`config.mk`:
```
export PLATFORM = sky130hd
export DESIGN_NAME = cmd_bridge
export DESIGN_NICKNAME = d
export VERILOG_FILES = /design/src/rtl/cmd_bridge.sv
export SDC_FILE = /design/constraint.sdc
export NUM_CORES = 1
export LEC_CHECK = 0
export CORE_MARGIN = 8
export CORE_UTILIZATION = 57
export DETAILED_ROUTE_END_ITERATION = 6
export DONT_BUFFER_PORTS = 1
export GPL_TIMING_DRIVEN = 0
export PLACE_DENSITY = 0.75
export SYNTH_ARGS = -nofsm -noshare
export SYNTH_HDL_FRONTEND = slang
export SYNTH_SLANG_ARGS = --single-unit
```
`constraint.sdc`:
```
create_clock -name clk -period 2.8 [get_ports clk]
set_input_delay 0.56 -clock clk [delete_from_list [all_inputs] [get_ports clk]]
set_output_delay 0.56 -clock clk [all_outputs]
set_load 0.05 [all_outputs]
```
`src/rtl/cmd_bridge.sv`:
```
module cmd_bridge #(
  parameter int ADDR_W  = 8,
  parameter int DEPTH   = 16,
  parameter int GPIO_W  = 8,
  parameter int DIV_W   = 8,
  parameter int DIV_RST = 4
) (
  input  logic              clk,
  input  logic              rst_n,
  input  logic [ADDR_W-1:0] s_awaddr,
  input  logic              s_awvalid,
  output logic              s_awready,
  input  logic [31:0]       s_wdata,
  input  logic              s_wvalid,
  output logic              s_wready,
  output logic [1:0]        s_bresp,
  output logic              s_bvalid,
  input  logic              s_bready,
  input  logic [ADDR_W-1:0] s_araddr,
  input  logic              s_arvalid,
  output logic              s_arready,
  output logic [31:0]       s_rdata,
  output logic [1:0]        s_rresp,
  output logic              s_rvalid,
  input  logic              s_rready,
  output logic              spi_sclk,
  output logic              spi_cs_n,
  output logic              spi_mosi,
  output logic              i2c_scl,
  output logic              i2c_sda_oe,
  input  logic              i2c_sda_in,
  output logic [GPIO_W-1:0] gpo,
  input  logic [GPIO_W-1:0] gpi
);
  localparam int PW = (DEPTH > 1) ? $clog2(DEPTH) : 1;
  localparam int CW = $clog2(DEPTH + 1);
  localparam logic [2:0] A_CMD = 3'd0, A_STAT = 3'd1, A_DIV = 3'd2, A_OUT = 3'd3, A_IN = 3'd4, A_BAD = 3'd7;

  function automatic logic [2:0] decode(input logic [ADDR_W-1:0] a);
    if (a[1:0] == 2'b00 && a[ADDR_W-1:2] < 5) return a[4:2];
    return A_BAD;
  endfunction

  typedef enum logic [2:0] {S_IDLE, S_START, S_BIT, S_ACK, S_END, S_STOP, S_STOP2} st_t;

  logic              aw_got, w_got, ovf, nack;
  logic [ADDR_W-1:0] aw_a;
  logic [31:0]       w_d, rmux;
  logic [DIV_W-1:0]  div_r, cnt;
  logic [GPIO_W-1:0] gpi_q;
  logic [9:0]        q [DEPTH];
  logic [PW-1:0]     wp, rp;
  logic [CW-1:0]     fill;
  st_t               st;
  logic              ph, mode, last, active;
  logic [2:0]        bitn;
  logic [7:0]        sh;

  wire [2:0] wsel   = decode(aw_a);
  wire       do_wr  = aw_got & w_got & ~s_bvalid;
  wire       empty  = (fill == '0);
  wire       full   = (fill == CW'(DEPTH));
  wire       push   = do_wr && wsel == A_CMD && !full;
  wire       pop    = (st == S_IDLE) && !empty;
  wire       clr    = do_wr && wsel == A_STAT;
  wire       busy   = (st != S_IDLE);
  wire       tick   = busy && (cnt >= div_r);
  logic      unused_w;
  assign unused_w  = ^w_d[31:10];

  assign s_awready = ~aw_got;
  assign s_wready  = ~w_got;
  assign s_arready = ~s_rvalid;

  always_ff @(posedge clk) begin
    if (!rst_n) begin
      aw_got <= 1'b0; w_got <= 1'b0; aw_a <= '0; w_d <= '0;
      s_bvalid <= 1'b0; s_bresp <= 2'b00; ovf <= 1'b0;
      div_r <= DIV_W'(DIV_RST); gpo <= '0; gpi_q <= '0;
    end else begin
      gpi_q <= gpi;
      if (s_awvalid && s_awready) begin aw_got <= 1'b1; aw_a <= s_awaddr; end
      if (s_wvalid && s_wready)   begin w_got  <= 1'b1; w_d  <= s_wdata;  end
      if (do_wr) begin
        aw_got <= 1'b0; w_got <= 1'b0; s_bvalid <= 1'b1;
        s_bresp <= (wsel == A_BAD) ? 2'b10 : 2'b00;
        if (wsel == A_CMD && full) ovf <= 1'b1;
        if (clr) ovf <= 1'b0;
        if (wsel == A_DIV) div_r <= w_d[DIV_W-1:0];
        if (wsel == A_OUT) gpo   <= w_d[GPIO_W-1:0];
      end else if (s_bvalid && s_bready) s_bvalid <= 1'b0;
    end
  end

  always_comb begin
    case (decode(s_araddr))
      A_STAT:  rmux = {27'd0, ovf, nack, busy, full, empty};
      A_DIV:   rmux = 32'(div_r);
      A_OUT:   rmux = 32'(gpo);
      A_IN:    rmux = 32'(gpi_q);
      default: rmux = '0;
    endcase
  end

  always_ff @(posedge clk) begin
    if (!rst_n) begin
      s_rvalid <= 1'b0; s_rdata <= '0; s_rresp <= 2'b00;
    end else if (s_arvalid && s_arready) begin
      s_rvalid <= 1'b1; s_rdata <= rmux;
      s_rresp  <= (decode(s_araddr) == A_BAD) ? 2'b10 : 2'b00;
    end else if (s_rvalid && s_rready) s_rvalid <= 1'b0;
  end

  always_ff @(posedge clk) begin
    if (!rst_n) begin
      wp <= '0; fill <= '0;
    end else begin
      if (push) begin
        q[wp] <= w_d[9:0];
        wp <= (wp == PW'(DEPTH-1)) ? '0 : wp + 1'b1;
      end
      fill <= fill + CW'(push) - CW'(pop);
    end
  end

  always_ff @(posedge clk) begin
    if (!rst_n) begin
      st <= S_IDLE; cnt <= '0; ph <= 1'b0; bitn <= '0; sh <= '0; mode <= 1'b0;
      last <= 1'b0; active <= 1'b0; rp <= '0; nack <= 1'b0;
      spi_sclk <= 1'b0; spi_cs_n <= 1'b1; spi_mosi <= 1'b0;
      i2c_scl <= 1'b1; i2c_sda_oe <= 1'b0;
    end else begin
      if (clr) nack <= 1'b0;
      cnt <= (!busy || tick) ? '0 : cnt + 1'b1;
      case (st)
        S_IDLE: if (pop) begin
          {mode, last, sh} <= q[rp];
          rp <= (rp == PW'(DEPTH-1)) ? '0 : rp + 1'b1;
          ph <= 1'b0; bitn <= '0; active <= 1'b1;
          if (q[rp][9]) begin
            if (!active) begin i2c_sda_oe <= 1'b1; st <= S_START; end
            else st <= S_BIT;
          end else begin spi_cs_n <= 1'b0; st <= S_BIT; end
        end
        S_START: if (tick) begin i2c_scl <= 1'b0; st <= S_BIT; end
        S_BIT: if (tick) begin
          if (!ph) begin
            if (mode) begin i2c_scl <= 1'b0; i2c_sda_oe <= ~sh[7]; end
            else begin spi_sclk <= 1'b0; spi_mosi <= sh[7]; end
          end else begin
            if (mode) i2c_scl <= 1'b1; else spi_sclk <= 1'b1;
            sh <= sh << 1;
            bitn <= bitn + 1'b1;
            if (bitn == 3'd7) st <= mode ? S_ACK : S_END;
          end
          ph <= ~ph;
        end
        S_ACK: if (tick) begin
          if (!ph) begin i2c_scl <= 1'b0; i2c_sda_oe <= 1'b0; end
          else begin i2c_scl <= 1'b1; nack <= nack | i2c_sda_in; st <= S_END; end
          ph <= ~ph;
        end
        S_END: if (tick) begin
          ph <= 1'b0;
          if (mode) i2c_scl <= 1'b0; else spi_sclk <= 1'b0;
          if (!last) st <= S_IDLE;
          else if (mode) st <= S_STOP;
          else begin spi_cs_n <= 1'b1; active <= 1'b0; st <= S_IDLE; end
        end
        S_STOP: if (tick) begin
          if (!ph) i2c_sda_oe <= 1'b1;
          else begin i2c_scl <= 1'b1; st <= S_STOP2; end
          ph <= ~ph;
        end
        S_STOP2: if (tick) begin i2c_sda_oe <= 1'b0; active <= 1'b0; st <= S_IDLE; end
        default: st <= S_IDLE;
      endcase
    end
  end

  p_bresp_hold_r2: assert property (@(posedge clk) disable iff (!rst_n)
    s_bvalid && !s_bready |=> s_bvalid && $stable(s_bresp));
  p_rdata_hold_r2: assert property (@(posedge clk) disable iff (!rst_n)
    s_rvalid && !s_rready |=> s_rvalid && $stable(s_rdata) && $stable(s_rresp));
  p_no_overflow_r4: assert property (@(posedge clk) disable iff (!rst_n)
    do_wr && wsel == A_CMD && full |=> ovf);
  p_ovf_sticky_r4: assert property (@(posedge clk) disable iff (!rst_n)
    ovf && !clr |=> ovf);
  p_flags_r5: assert property (@(posedge clk) disable iff (!rst_n)
    !(empty && full));
  p_csn_idle_r6: assert property (@(posedge clk) disable iff (!rst_n)
    !active |-> spi_cs_n);
endmodule

```
# After elaboration in Yosys (flattened, before gate mapping)

Memories as Yosys holds them, arrays and structs flattened. A register that Yosys moved wholly into a read port is not among the register bits.
Index checks and enable logic that the tools add are counted.

Bits in registers: 128
Output and inout bits: 54
RAM bits: 160
Word-level logic and storage cells: 239
Memories kept: 1

Memory list:

| memory | depth | width | read ports | clocked after Yosys merged registers in | wr ports | RTL line | text |
|---|---|---|---|---|---|---|---|
| q      | 16    | 10    | 1          | 1                                       | 1        | 51       | `logic [9:0] q [DEPTH];` |

Muxes and demuxes: 97
Add/sub/neg operators: 6
Equal/unequal tests: 42
Reductions and logical operators: 49
Bitwise operators: 11
Order comparisons: 3

Operators by type and width:

| operator                                           | number |
|---|---|
| two-way mux 3 bit                                  | 25 |
| two-way mux 1 bit                                  | 52 |
| != test 2 bit, second input constant               | 19 |
| one-hot mux 8 bit (4 select lines)                 | 1 |
| two-way mux 8 bit                                  | 3 |
| == test 3 bit, second input constant               | 7 |
| one-hot mux 3 bit (7 select lines)                 | 1 |
| == test 3 x 2 -> 1 bit, second input constant      | 6 |
| two-way mux 4 bit                                  | 4 |
| one-hot mux 8 bit (2 select lines)                 | 1 |
| AND reduction 4 bit                                | 4 |
| logical AND 1 bit                                  | 13 |
| < comparator 6 x 3 -> 1 bit, second input constant | 2 |
| AND reduction 12 bit                               | 1 |
| AND reduction 6 bit                                | 2 |
| nonzero test 2 bit                                 | 6 |
| AND reduction 11 bit                               | 1 |
| one-hot mux 1 bit (5 select lines)                 | 2 |
| nonzero test 5 bit                                 | 2 |
| == test 3 x 1 -> 1 bit, second input constant      | 3 |
| nonzero test 3 bit                                 | 3 |
| adder 4 x 1 -> 4 bit, second input constant        | 2 |
| adder 8 x 1 -> 8 bit, second input constant        | 1 |
| == test 4 bit, second input constant               | 2 |
| other kinds (23)                                   | 45 |

# Depth between registers and ports, before layout

Depth after elaboration: 10
Depth in mapped cells: 16

# Worst setup path after synthesis

Ideal clock, no wire load.

Path type: register to register
From: register aw_a[7]
To: register fill[4]
Clock period less this slack: 2.949 ns
Stages on the path, launching flop included: 16
Arrival time: 2.878 ns
Library setup time: 0.070 ns
Slack: -0.149 ns
Data required time: 2.730 ns
Path through: dfxtp_1 or4_4 nor4_4 and3b_1 buf_4 inv_1 ha_1 inv_1 ha_1 inv_1 fa_1 inv_1 a21oi_1 nor2_1 or3_1 a21oi_1

Word-level cells in the longest chain between the ends: 9

Ends and longest elaborated chain:

| item                           | RTL line | text |
|---|---|---|
| start: declaration             | 47       | `logic [ADDR_W-1:0] aw_a;` |
| start signal: assignment       | 77       | `aw_got <= 1'b0; w_got <= 1'b0; aw_a <= '0; w_d <= '0;` |
| start signal: assignment       | 82       | `if (s_awvalid && s_awready) begin aw_got <= 1'b1; aw_a <= s_awaddr; end` |
| < comparator 6 x 3 -> 1 bit    | 40       | `if (a[1:0] == 2'b00 && a[ADDR_W-1:2] < 5) return a[4:2];` |
| logical AND 1 bit              | 40       |  |
| two-way mux 1 bit              | 40       |  |
| two-way mux 3 bit              | 41       | `return A_BAD;` |
| logical NOT 3 bit              | 63       | `wire push = do_wr && wsel == A_CMD && !full;` |
| logical AND 1 bit (2 in a row) | 63       |  |
| adder 5 x 1 -> 5 bit           | 122      | `fill <= fill + CW'(push) - CW'(pop);` |
| subtractor 5 x 1 -> 5 bit      | 122      |  |
| end signal: assignment         | 122      |  |
| end: declaration               | 53       | `logic [CW-1:0] fill;` |

No other way between the ends.
A chain may end at the register's enable or synchronous reset.

# Final worst setup path

Ends and elaborated chain as after synthesis.

==> flow_summary.ini <==
[run_status]
outcome = finished, violations left
violations = negative setup slack

[floorplanning]
rows = 51
die_w_um = 156
start_util_pct = 57.6
fp.dieArea_mm2 = 0.0243
io_pins = 118
die_h_um = 156
core-area_mm2 = 0.0193

[yosys]
netlist_top_cells_area = edfxtp_1 (43%), dfxtp_1 (19%), mux4_2 (8.5%), mux2i_1 (3.9%), nor2_1 (2.9%)
synth.distinct_cells = 57
seq_area_frac_synth_pct = 62.2
ys_async_sr_fraction_pct = 0
avgSynthCellArea_um2 = 13.1
synth_edf_count = 160
synth_flop_cell = edfxtp_1
yosysTopAreaCell = edfxtp_1
syn_inst = 848
syn_area_mm2 = 0.0111
netlist.area_leader.share_pct = 43.1
ys.warnings.count = 0
synth_seq_cells = 266

[drt]
firstDrtPassIters = 7
drt_iter0_drc = 678
wire_per_inst_um = 21.5
drt_wl_total_mm = 25.7
final_antenna_net_count = 0
vias_per_cell = 5.84
vias = 6986
drc = 0

[worst_setup_path]
required_ns = 3.27
r2r_cells = 15
cp_max_fo = 6
end_kind = flop
critPathLaunchType = flop
critPathKind = reg2reg
cp_data_arrival_time_ns = 3.53

[power_and_ir_drop]
total_power_uw = 10800
power.internal_uw = 7540
switching_power_uw = 3250
ir_drop_v = 0.000709
combPwrFrac_pct = 24.3
p_leak_uw = 0.00444
pwr-share-seq_pct = 42.9
switching_share_pct = 30.1
power_density_mw_per_mm2 = 842
pwr-share-clk_pct = 32.8

[clock_network]
clk-insertion-delay-late_ns = 0.53
path_clk_slew_ns = 0.06
cts_sinks = 266
cts_hold_buf = 0
cts_tree = yes
cts-buffers-inserted = 27
cts_max_level = 1
clockBufferDepth = 3
root_buffer = clkbuf_16

[cells_and_area]
area_growth_pct = 15.0
num-nets-final = 1001
final_area_mm2 = 0.0128
n_fill_cell = 1377
fin_cells = 1197
antennaDiodeCount = 0
layout-drive-gt1-share_pct = 18.7

[sta]
min_period_over_period_pct = 110
holdWs_ns = 0.124
finalSetupViolations = 77
maxSlewHeadroom_pct = 40.2
hold_viol_final = 0
drv_slew = 0
rsz0062_at_grt = true
setup_tns_ns = -3.58
layout_setup_ws_ns = -0.269
period_needed_ns = 3.07
fmax_ghz = 0.326
tightest_slew_ns = 0.896
finClkSkew_ns = 0.0171

[min_path]
hp-class = in2reg
min_path_cells = 1

[placed_design]
place_area_mm2 = 0.0116
place.gp.congestion = 0.902
placed_cells = 1139
port-buffer-count = 0
dp_hpwl_mm = 17.0

[global_routing]
grt_pass1_wl_mm = 38.8
first_global_vias = 6866
grt_usage_pct = 20.7
overflow = 0
grt_max_degree = 20
antenna_found_initial = 0

[job]
cap_violations = 0
repair_timing:
item | 4_1_cts | 5_1_grt
setup buffers | 1 | 10
pin swaps | 0 | 20
setup endpoints to repair | 133 | 136
resized for setup | 17 | 29
placed cells by master, fill, tap and decap left out, types with 25 or more instances in the layout:
master and n:
mux4_2 42, conb_1 26, edfxtp_1 160, clkbuf_1 28, nor2_1 72, nand2_1 72, buf_4 32, o21ai_0 25
clkbuf_16 27, mux2i_1 43, dfxtp_1 104, a21oi_1 33
critical path, cell delays in order, from the launching register on:
cell,delay (ns)
dfxtp_2,0.32
or4_4,0.55
nor4_4,0.36
and3b_1,0.22
buf_6,0.13
inv_4,0.04
ha_4,0.25
inv_2,0.04
ha_4,0.15
inv_2,0.05
fa_2,0.20
inv_2,0.04
a21oi_2,0.13
nor2_2,0.05
or3_4,0.36
a21oi_2,0.13
synth_stat cells, types with 13 or more instances:
library cell	number
a21oi_1	35
dfxtp_1	106
edfxtp_1	160
ha_1	22
nand2_1	72
a22oi_1	15
mux4_2	42
clkbuf_1	25
inv_1	24
o21ai_0	25
nand3_1	13
nor2_1	85
buf_4	27
mux2i_1	43
cell type report:
class | instances | area, um^2 | share of cell area (%)
buffer | 66 | 363 | 2.83
inverter | 25 | 98.8 | 0.772
clock inverter | 16 | 175 | 1.37
clock buffer | 31 | 691 | 5.39
sequential | 266 | 6930 | 54.1
multi-input combinational | 516 | 4060 | 31.7
tap | 265 | 332 | 2.59
timing repair buffer | 12 | 156 | 1.22
flip-flops by register name, indices dropped and copies added, names as in the netlist, 3 cells and up, named ones only:
| name | flops |
|---|---|
| aw_a | 8 |
| bitn | 3 |
| cnt | 8 |
| div_r | 8 |
| fill | 5 |
| gpi_q | 8 |
| gpo | 8 |
| q | 160 |
| rp | 4 |
| s_rdata | 8 |
| sh | 8 |
| st | 3 |
| w_d | 10 |
| wp | 4 |
power by group through the flow:
stage	Combinational, uW	Clock, uW	Sequential (uW)
3_5_place_dp	2360	0	4690
6_report	2620	3540	4620
5_1_grt	2860	3720	4650
3_3_place_gp	2320	0	4680
2_1_floorplan	1850	0	4610
4_1_cts	2420	3570	4610
stage by stage:
stage | setup slack, ns | utilization [%]
after CTS | -0.236 | 64.9
final | -0.269 | 66.2
after floorplan | -0.0182 | -
after global placement | -0.709 | 59.9
after detailed placement | -0.581 | 60.1
after global routing | -0.410 | 66.2
worst paths after layout:
check / start / end / slack (ns)
setup / recovery: aw_a[7] / fill[4] / -0.27
hold / removal: s_rready / s_rvalid / 0.12
setup reg to reg: aw_a[7] / fill[4] / -0.27
hold reg to reg: bitn[2] / bitn[2] / 0.46
routing by layer:
| metal | track usage [%] | wire [um] |
|---|---|---|
| met5 | 0 | 0 |
| met4 | 5.50 | 517 |
| met3 | 4.04 | 2100 |
| met2 | 33.6 | 12300 |
| met1 | 28.1 | 10800 |
cell families (layout without fill, tap and decap cells):
group	count (synthesis)	after routing	share of synthesized area, %
fa+ha+maj	23	23	2.65
simple gates	236	236	9.93
compound gates	128	128	7.21
flops	266	266	62.2
xor+xnor	11	11	0.865
other cells	1	26	0.0337
buf+inv	91	150	4.06
mux	92	92	13.1
Note: power is estimated with default switching activity, not from simulation.
